**config.mk**
```make
export PLATFORM = sky130hd
export DESIGN_NAME = spi_host
export DESIGN_NICKNAME = d
export VERILOG_FILES = /design/src/rtl/spi_host_pkg.sv /design/src/rtl/spi_host_clksrc.sv /design/src/rtl/spi_host_regs.sv /design/src/rtl/spi_host_shifter.sv /design/src/rtl/spi_host.sv
export SDC_FILE = /design/constraint.sdc
export NUM_CORES = 1
export LEC_CHECK = 0
export ABC_AREA = 1
export CAP_MARGIN = 20
export CORE_ASPECT_RATIO = 0.6
export CORE_MARGIN = 4
export CORE_UTILIZATION = 34
export DETAILED_ROUTE_END_ITERATION = 10
export GPL_ROUTABILITY_DRIVEN = 0
export GPL_TIMING_DRIVEN = 0
export SYNTH_ARGS = -nofsm -noshare
export SYNTH_HDL_FRONTEND = slang
export SYNTH_SLANG_ARGS = --single-unit
```
**constraint.sdc**
```tcl
create_clock -name clk -period 3.2 [get_ports clk]
set_clock_uncertainty 0.1 [all_clocks]
set_input_delay 0.96 -clock clk [delete_from_list [all_inputs] [get_ports clk]]
set_output_delay 0.96 -clock clk [all_outputs]
set_load 0.01 [all_outputs]
```
**src/rtl/spi_host_pkg.sv**
```systemverilog
package spi_host_pkg;

    localparam int BYTE_W = 8;
    localparam int CNT_W  = $clog2(BYTE_W);

    localparam logic [1:0] ADDR_DATA = 2'd0;
    localparam logic [1:0] ADDR_CTRL = 2'd1;

    typedef enum logic [1:0] {
        XS_IDLE  = 2'd0,
        XS_LEAD  = 2'd1,
        XS_TRAIL = 2'd2
    } xfer_state_e;

    // Control fields, packed so that bit positions match the register layout.
    typedef struct packed {
        logic msb_first;  // bit 6
        logic irq_en;     // bit 5
        logic fast;       // bit 4
        logic mosi_off;   // bit 3
        logic ext_sel;    // bit 2
        logic cpol;       // bit 1
        logic cpha;       // bit 0
    } ctrl_t;

    function automatic logic pick_bit(input logic [BYTE_W-1:0] b, input logic msb);
        return msb ? b[BYTE_W-1] : b[0];
    endfunction

    function automatic logic [BYTE_W-1:0] drop_bit(input logic [BYTE_W-1:0] b, input logic msb);
        return msb ? {b[BYTE_W-2:0], 1'b0} : {1'b0, b[BYTE_W-1:1]};
    endfunction

    function automatic logic [BYTE_W-1:0] take_bit(input logic [BYTE_W-1:0] b, input logic d,
                                                   input logic msb);
        return msb ? {b[BYTE_W-2:0], d} : {d, b[BYTE_W-1:1]};
    endfunction

endpackage

```
**src/rtl/spi_host_clksrc.sv**
```systemverilog
module spi_host_clksrc #(
    parameter int SYNC_STAGES = 2
) (
    input  logic clk,
    input  logic rst_n,
    input  logic sys_tick,
    input  logic ext_clk,
    input  logic ext_sel,
    output logic adv
);
    // chain[SYNC_STAGES-1] is the synchronized level, chain[SYNC_STAGES] its delayed copy.
    logic [SYNC_STAGES:0] chain;
    logic                 ext_edge;

    always_ff @(posedge clk or negedge rst_n) begin
        if (!rst_n) chain <= '0;
        else        chain <= {chain[SYNC_STAGES-1:0], ext_clk};
    end

    always_comb begin
        ext_edge = chain[SYNC_STAGES] ^ chain[SYNC_STAGES-1];
        adv      = ext_sel ? ext_edge : sys_tick;
    end
endmodule

```
**src/rtl/spi_host_regs.sv**
```systemverilog
module spi_host_regs
    import spi_host_pkg::*;
#(
    parameter int N_DEV = 8
) (
    input  logic              clk,
    input  logic              rst_n,
    input  logic              bus_wr,
    input  logic              bus_rd,
    input  logic [1:0]        bus_addr,
    input  logic [BYTE_W-1:0] bus_wdata,
    output logic [BYTE_W-1:0] bus_rdata,
    input  logic              busy,
    input  logic              done,
    input  logic [BYTE_W-1:0] rx_byte,
    output ctrl_t             ctrl,
    output logic [N_DEV-1:0]  dev_mask,
    output logic              tc,
    output logic              start,
    output logic [BYTE_W-1:0] start_byte,
    output logic              srst
);
    logic wr_data, rd_data, wr_ctrl, wr_mask;
    logic [BYTE_W-1:0] status, mask_rd;

    always_comb begin
        wr_data    = bus_wr && (bus_addr == ADDR_DATA) && !srst;
        rd_data    = bus_rd && !bus_wr && (bus_addr == ADDR_DATA) && !srst;
        wr_ctrl    = bus_wr && (bus_addr == ADDR_CTRL) && !srst;
        wr_mask    = bus_wr && bus_addr[1] && !srst;
        start      = !busy && (wr_data || (rd_data && ctrl.fast));
        start_byte = wr_data ? bus_wdata : rx_byte;
    end

    always_ff @(posedge clk or negedge rst_n) begin
        if (!rst_n) begin
            ctrl     <= '0;
            dev_mask <= '0;
            tc       <= 1'b0;
            srst     <= 1'b0;
        end else if (srst) begin
            ctrl     <= '0;
            dev_mask <= '0;
            tc       <= 1'b0;
            srst     <= 1'b0;
        end else begin
            if (wr_ctrl) begin
                if (bus_wdata[BYTE_W-1]) srst <= 1'b1;
                else                     ctrl <= ctrl_t'(bus_wdata[BYTE_W-2:0]);
            end
            if (wr_mask) dev_mask <= bus_wdata[N_DEV-1:0];
            if (done)                  tc <= 1'b1;
            else if (start || rd_data) tc <= 1'b0;
        end
    end

    always_comb begin
        status  = {tc, busy, ctrl[5:0]};
        mask_rd = '0;
        mask_rd[N_DEV-1:0] = dev_mask;
        unique case (bus_addr)
            ADDR_DATA: bus_rdata = rx_byte;
            ADDR_CTRL: bus_rdata = status;
            default:   bus_rdata = mask_rd;
        endcase
    end
endmodule

```
**src/rtl/spi_host_shifter.sv**
```systemverilog
module spi_host_shifter
    import spi_host_pkg::*;
(
    input  logic              clk,
    input  logic              rst_n,
    input  logic              srst,
    input  logic              adv,
    input  logic              start,
    input  logic [BYTE_W-1:0] start_byte,
    input  logic              cpol,
    input  logic              cpha,
    input  logic              msb_first,
    input  logic              mosi_off,
    input  logic              miso,
    output logic              busy,
    output logic              done,
    output logic              sck,
    output logic              mosi,
    output logic [BYTE_W-1:0] rx_byte
);
    xfer_state_e       state_q, state_d;
    logic [CNT_W-1:0]  bit_q;
    logic [BYTE_W-1:0] tx_q, rx_q;
    logic              mosi_q;
    logic              lead_ev, trail_ev, last_bit, sample_ev, launch_ev;

    // Next-state logic
    always_comb begin
        state_d = state_q;
        unique case (state_q)
            XS_IDLE:  if (start) state_d = XS_LEAD;
            XS_LEAD:  if (adv)   state_d = XS_TRAIL;
            XS_TRAIL: if (adv)   state_d = last_bit ? XS_IDLE : XS_LEAD;
            default:             state_d = XS_IDLE;
        endcase
        if (srst) state_d = XS_IDLE;
    end

    // State register
    always_ff @(posedge clk or negedge rst_n) begin
        if (!rst_n) state_q <= XS_IDLE;
        else        state_q <= state_d;
    end

    // Edge classification
    always_comb begin
        lead_ev   = (state_q == XS_LEAD) && adv;
        trail_ev  = (state_q == XS_TRAIL) && adv;
        last_bit  = (bit_q == CNT_W'(BYTE_W - 1));
        sample_ev = cpha ? trail_ev : lead_ev;
        launch_ev = cpha ? lead_ev : (trail_ev && !last_bit);
        done      = trail_ev && last_bit && !srst;
    end

    // Datapath
    always_ff @(posedge clk or negedge rst_n) begin
        if (!rst_n) begin
            bit_q  <= '0;
            tx_q   <= '0;
            rx_q   <= '0;
            mosi_q <= 1'b0;
        end else if (srst) begin
            bit_q  <= '0;
            tx_q   <= '0;
            rx_q   <= '0;
            mosi_q <= 1'b0;
        end else if (start && state_q == XS_IDLE) begin
            bit_q <= '0;
            if (!cpha) begin
                mosi_q <= pick_bit(start_byte, msb_first);
                tx_q   <= drop_bit(start_byte, msb_first);
            end else begin
                tx_q   <= start_byte;
            end
        end else begin
            if (launch_ev) begin
                mosi_q <= pick_bit(tx_q, msb_first);
                tx_q   <= drop_bit(tx_q, msb_first);
            end
            if (sample_ev) rx_q  <= take_bit(rx_q, miso, msb_first);
            if (trail_ev)  bit_q <= bit_q + 1'b1;
        end
    end

    // Outputs
    always_comb begin
        busy    = (state_q != XS_IDLE);
        sck     = cpol ^ (state_q == XS_TRAIL);
        mosi    = mosi_off ? 1'b0 : mosi_q;
        rx_byte = rx_q;
    end
endmodule

```
**src/rtl/spi_host.sv**
```systemverilog
module spi_host
    import spi_host_pkg::*;
#(
    parameter int N_DEV       = 8,
    parameter int SYNC_STAGES = 2
) (
    input  logic              clk,
    input  logic              rst_n,
    input  logic              bus_wr,
    input  logic              bus_rd,
    input  logic [1:0]        bus_addr,
    input  logic [BYTE_W-1:0] bus_wdata,
    output logic [BYTE_W-1:0] bus_rdata,
    input  logic              sys_tick,
    input  logic              ext_clk,
    output logic              sck,
    output logic              mosi,
    input  logic              miso,
    output logic [N_DEV-1:0]  cs_n,
    output logic              irq
);
    ctrl_t             ctrl;
    logic [N_DEV-1:0]  dev_mask;
    logic              tc, start, srst, busy, done, adv;
    logic [BYTE_W-1:0] start_byte, rx_byte;

    spi_host_regs #(.N_DEV(N_DEV)) regs_i (
        .clk(clk), .rst_n(rst_n),
        .bus_wr(bus_wr), .bus_rd(bus_rd), .bus_addr(bus_addr),
        .bus_wdata(bus_wdata), .bus_rdata(bus_rdata),
        .busy(busy), .done(done), .rx_byte(rx_byte),
        .ctrl(ctrl), .dev_mask(dev_mask), .tc(tc),
        .start(start), .start_byte(start_byte), .srst(srst)
    );

    spi_host_clksrc #(.SYNC_STAGES(SYNC_STAGES)) clksrc_i (
        .clk(clk), .rst_n(rst_n), .sys_tick(sys_tick),
        .ext_clk(ext_clk), .ext_sel(ctrl.ext_sel), .adv(adv)
    );

    spi_host_shifter shifter_i (
        .clk(clk), .rst_n(rst_n), .srst(srst), .adv(adv),
        .start(start), .start_byte(start_byte),
        .cpol(ctrl.cpol), .cpha(ctrl.cpha), .msb_first(ctrl.msb_first),
        .mosi_off(ctrl.mosi_off), .miso(miso),
        .busy(busy), .done(done), .sck(sck), .mosi(mosi), .rx_byte(rx_byte)
    );

    for (genvar i = 0; i < N_DEV; i++) begin : g_cs
        assign cs_n[i] = ~dev_mask[i];
    end

    assign irq = tc & ctrl.irq_en;
endmodule

```
# --- Word-level counts from Yosys, hierarchy flattened ---
# Index checks and enable logic that the tools add are counted.
op_classes:
  bitwise_logic: 11
  n_addsub: 1
  n_reduce_logical: 36
  n_eq_ne: 10
  n_mux: 42
ops:
  columns: ["cell", "count"]
  rows:
  - ["$mux 8", 13]
  - ["$mux 7", 3]
  - ["$logic_and 1x1->1", 17]
  - ["$mux 1", 17]
  - ["$pmux 8 s2", 1]
  - ["$mux 3", 3]
  - ["$reduce_bool 3->1", 3]
  - ["$mux 2", 4]
  - ["$not 1->1", 8]
  - ["$reduce_bool 2->1", 4]
  - ["$ne 3x2->1 const B", 2]
  - ["$ne 3x3->1 const B", 2]
  - ["$pmux 2 s3", 1]
  - ["$reduce_and 2->1", 3]
  - ["$eq 2x1->1 const B", 2]
  - ["$logic_not 1->1", 4]
  - ["$logic_not 2->1", 2]
  - ["$add 3x1->3 const B", 1]
  - ["$eq 3x3->1 const B", 1]
  - ["$reduce_and 3->1", 1]
  - ["$eq 2x2->1 const B", 1]
  - ["$logic_or 1x1->1", 2]
  - ["$ne 2x1->1 const B", 1]
  - ["$ne 2x2->1 const B", 1]
  - ["other kinds (2)", 3]
word_totals:
  output_inout_bits: 19
  register_bits: 42

# --- Longest topological paths before layout ---
depth:
  ltp_word: 11
  depth_mapped: 12

# --- By module ---
# A second synthesis with hierarchy kept.
hier_totals:
  cells_unflattened: 396
  area_unflattened_um2: 2813.9
by_module_without_submodules:
  columns: ["mod", "instances", "area_each_um2", "seq_area_each_um2", "cells_each"]
  rows:
  - ["spi_host_shifter", 1, 1570.3, 550.5, 245]
  - ["spi_host_regs", 1, 1099.8, 425.4, 130]
  - ["spi_host_clksrc", 1, 106.4, 75.1, 11]
  - ["spi_host", 1, 37.5, 0.0, 10]

# --- Least setup slack after synthesis ---
# Ideal clock, no wire load.
synth_path:
  path_kind: "input-to-output"
  startpoint: "input port bus_addr[1]"
  endpoint: "output port bus_rdata[0]"
  path_buffers: 2
  arrival_ps: 1736
  slack_ps: 404
  path_stages: 5
  cell_sequence: "buf_4 -> nor2_8 -> buf_4 -> inv_1 -> o221ai_1"
synth_between:
  elab_chain_cells: 2
  elab_cells_between_ends: 3
synth_rtl:
  columns: ["element", "line", "text"]
  rows:
  - ["start, declared", "spi_host.sv:11", "input logic [1:0] bus_addr,"]
  - ["$eq 2x1->1 or $logic_not 2->1 (tied branches)", "spi_host_regs.sv:61", "unique case (bus_addr)"]
  - ["$pmux 8 s2 (*)", "spi_host_regs.sv:61", null]
  - ["end, declared", "spi_host.sv:13", "output logic [BYTE_W-1:0] bus_rdata,"]
# Mark *: on every way between the ends. The rest lies on a longest branch, timed or not.

# --- Worst setup path in the final report ---
layout_path:
  startpoint: "input port bus_addr[0]"
  endpoint: "output port bus_rdata[3]"
# Same word-level chain as after synthesis.

==> results.yml <==
run_status:
  outcome: "complete, no violations"
place:
  dp.final_hpwl_mm: 6.24
  place_ws_ns: -0.610
  numPlacedInstances: 521
  placement.io_buffers: 34
floorplan:
  core_box_area_um2: 7390
  design.portCount: 36
  rows: 24
  die_width_um: 122
  fp.dieArea_um2: 9280
  die_height_um: 76.2
  start_util_pct: 35.7
yosys:
  synth_cells: 382
  yosys.area.top_type: "dfrtp_1"
  yosys.area.top_type_share_pct: 39.8
  post_synthesis_net_count: 401
  share_of_flip_flops_with_an_asynchronous_set_or_reset_pct: 100
  post_synthesis_instance_area_um2: 2640
  syn_avg_cell_area_um2: 6.90
  synthMostInstantiatedCell: "nand2_1"
  synth-seq-cells: 42
  yosysUniqueCellTypes: 32
  synth_top_flop_cell: "dfrtp_1"
  post_synth_most_frequent_cells: "130 x nand2_1, 53 x nand3_1, 45 x inv_1"
  netlist_top_cells_area: "dfrtp_1 40%, nand2_1 19%, nand3_1 10%"
  synth.yosys.seq_area_share_pct: 39.8
  number_of_enable_type_register_cells_in_the_synthesized_netlist: 0
  synthesis.yosys.warnings: 0
finish:
  finish.cell_count_without_fillers: 530
  fill_cells: 788
  area.growth.synth_to_final_pct: 26.5
  drive_gt1_share_pct: 9.39
  final_layout_net_count: 444
  insertedDiodeCount: 0
  seq_area_um2: 1050
  multi_input_gate_area_um2: 1340
clocking:
  cts-htree-levels: 2
  cts.clk_slew.worst_paths_ns: 0.06
  cts.sink_count: 42
  clock_insertion_delay_worst_skew_ns: 0.30
  tritoncts: "done"
  numCtsBuffers: 5
  cts_max_path_buffers: 2
  cts_root_buf: "clkbuf_16"
pwr:
  peakVddDrop_v: 0.000404
  leakagePower_nw: 1.68
  power_density_nw_per_um2: 692
critical_path:
  critical_path_required_time_ns: 2.14
  timing.critical_path.buf_inv: 3
  crit_fanout: 10
  cp_slowest_stage_delay_ns: 0.31
  worst_setup_path_end_kind: "output port"
  master_of_the_slowest_instance_on_the_critical_path: "dlygate4sd2_1"
  cp_cell_sequence: "clkdlybuf4s15_2, nor2_8, buf_4, a22oi_2, o21ai_0, dlygate4sd2_1"
  setup.worst_path.class: "primary input to output port"
  critical-path-top-delay-family: "buffers and inverters"
  timing.critical_path.from_type: "primary input"
  critPathArrivalTime_ns: 2.10
timing:
  final-max-slew-violation-count: 0
  slew-limit-headroom_pct: 61.1
  max_freq_mhz: 316
  grt_setup_unrepaired: "no"
  min_period_over_period_pct: 98.8
  min_period_ns: 3.16
  setup_violations: 0
  finalSetupTns_ns: 0
  hold_viol: 0
  worstMarginPinSlew_ns: 0.584
  setup_ws_ns: 0.0385
global_routing:
  initial_antenna_violation_count: 0
  grt_usage_pct: 18.5
  grt_start_max_net_pins: 35
  grt_ovf: 0
  grt_pass1_vias: 2500
  wire_length_of_the_first_global_routing_pass_mm: 13.2
drt:
  firstDrtPassIters: 5
  wl_per_cell_um: 15.2
  detail_route.iter0.violations: 246
  dr_total_vias: 2682
  final_antenna_net_count: 0
  drt-vias-per-instance: 5.06
  drc: 0
  routed_wirelength_mm: 8.07
min_path:
  hold_path.class: "flip-flop to flip-flop"
run:
  timing.max_cap.violations: 0
==> state kept, by name, indices dropped and copies added, names as in the netlist <==
name	count
shifter_i.tx_q	8
shifter_i.mosi_q	1
regs_i.ctrl	7
regs_i.srst	1
shifter_i.state_q	2
regs_i.dev_mask	8
regs_i.tc	1
shifter_i.bit_q	3
clksrc_i.chain	3
shifter_i.rx_byte	8
==> cell families (layout without fill, tap and decap cells) <==
family	count (synthesis)	count (layout)	synth area share (%)
xor+xnor	2	2	0.664
compound gates	53	53	12.0
simple gates	221	221	36.8
flops	42	42	39.8
fa+ha+maj	2	2	0.949
buf+inv	62	106	9.77
==> per-layer routing <==
layer / share of wire [%] / wire length, um / GRT usage (%) / vias to the layer above
li1: - / - / - / 1312
met1: 51 / 4080 / 28.8 / 1241
met2: 38 / 3050 / 23.6 / 121
met3: 10 / 832 / 6.53 / 8
met4: 1.3 / 102 / 5.03 / 0
met5: 0 / 0 / 0 / -
==> report_power, final <==
group,total (mW),internal [mW],switching [mW]
Sequential,0.789,0.662,0.127
Clock,0.679,0.468,0.211
Combinational,0.840,0.316,0.523
==> timing repair <==
action / 4_1_cts / 5_1_grt
setup buffers: 1 / 0
gates resized for setup: 14 / 1
cloned: 0 / 0
endpoints found under the setup margin: 8 / 1
pin swaps: 1 / 0
hold buffers: 0 / 0
hold endpoints to repair: 0 / 0
==> per-stage QoR <==
step / hold WS, ns / utilization, % / instance area, um^2 / power (mW)
3_3_place_gp: 0.241 / 42.1 / 3110 / 1.62
5_1_grt: 0.266 / 45.2 / 3340 / 2.49
2_1_floorplan: 0.231 / - / 2640 / 1.32
3_5_place_dp: 0.241 / 42.3 / 3120 / 1.63
6_report: 0.250 / 45.2 / 3340 / 2.31
4_1_cts: 0.255 / 45.2 / 3340 / 2.31
==> final cells by class <==
type	count	share of cell area (%)
timing repair buffer	36	10.6
tap	104	3.90
clock buffer	6	4.16
buffer	12	2.10
sequential	42	31.5
inverter	50	5.63
multi-input combinational	278	40.3
clock inverter	2	1.80
==> placed cells by master, fill, tap and decap left out, drive strengths merged, types with 4 or more instances in the layout <==
cell type and count:
nand3 53, inv 49, buf 10, nor2 25, dfrtp 42, dlygate4sd2 8, clkbuf 11, o221ai 4
nand2 136, o21ai 36, a22oi 4, a21oi 6, clkdlybuf4s50 24
==> path summary, 6_finish.rpt <==
| path | slack (ns) | to | cells after the start | startpoint |
|---|---|---|---|---|
| worst max-delay path | 0.04 | bus_rdata[3] | 6 | bus_addr[0] |
| worst min-delay path | 0.25 | clksrc_i.chain[1] | 0 | clksrc_i.chain[0] |
| worst max register to register | 1.36 | regs_i.dev_mask[4] | 4 | regs_i.srst |
| worst min register to register | 0.25 | clksrc_i.chain[1] | 0 | clksrc_i.chain[0] |
| max in group asynchronous | 2.12 | shifter_i.rx_byte[5] | 2 | rst_n |
| min in group asynchronous | 0.42 | regs_i.dev_mask[0] | 1 | rst_n |
(Power assumes the default switching activity.)
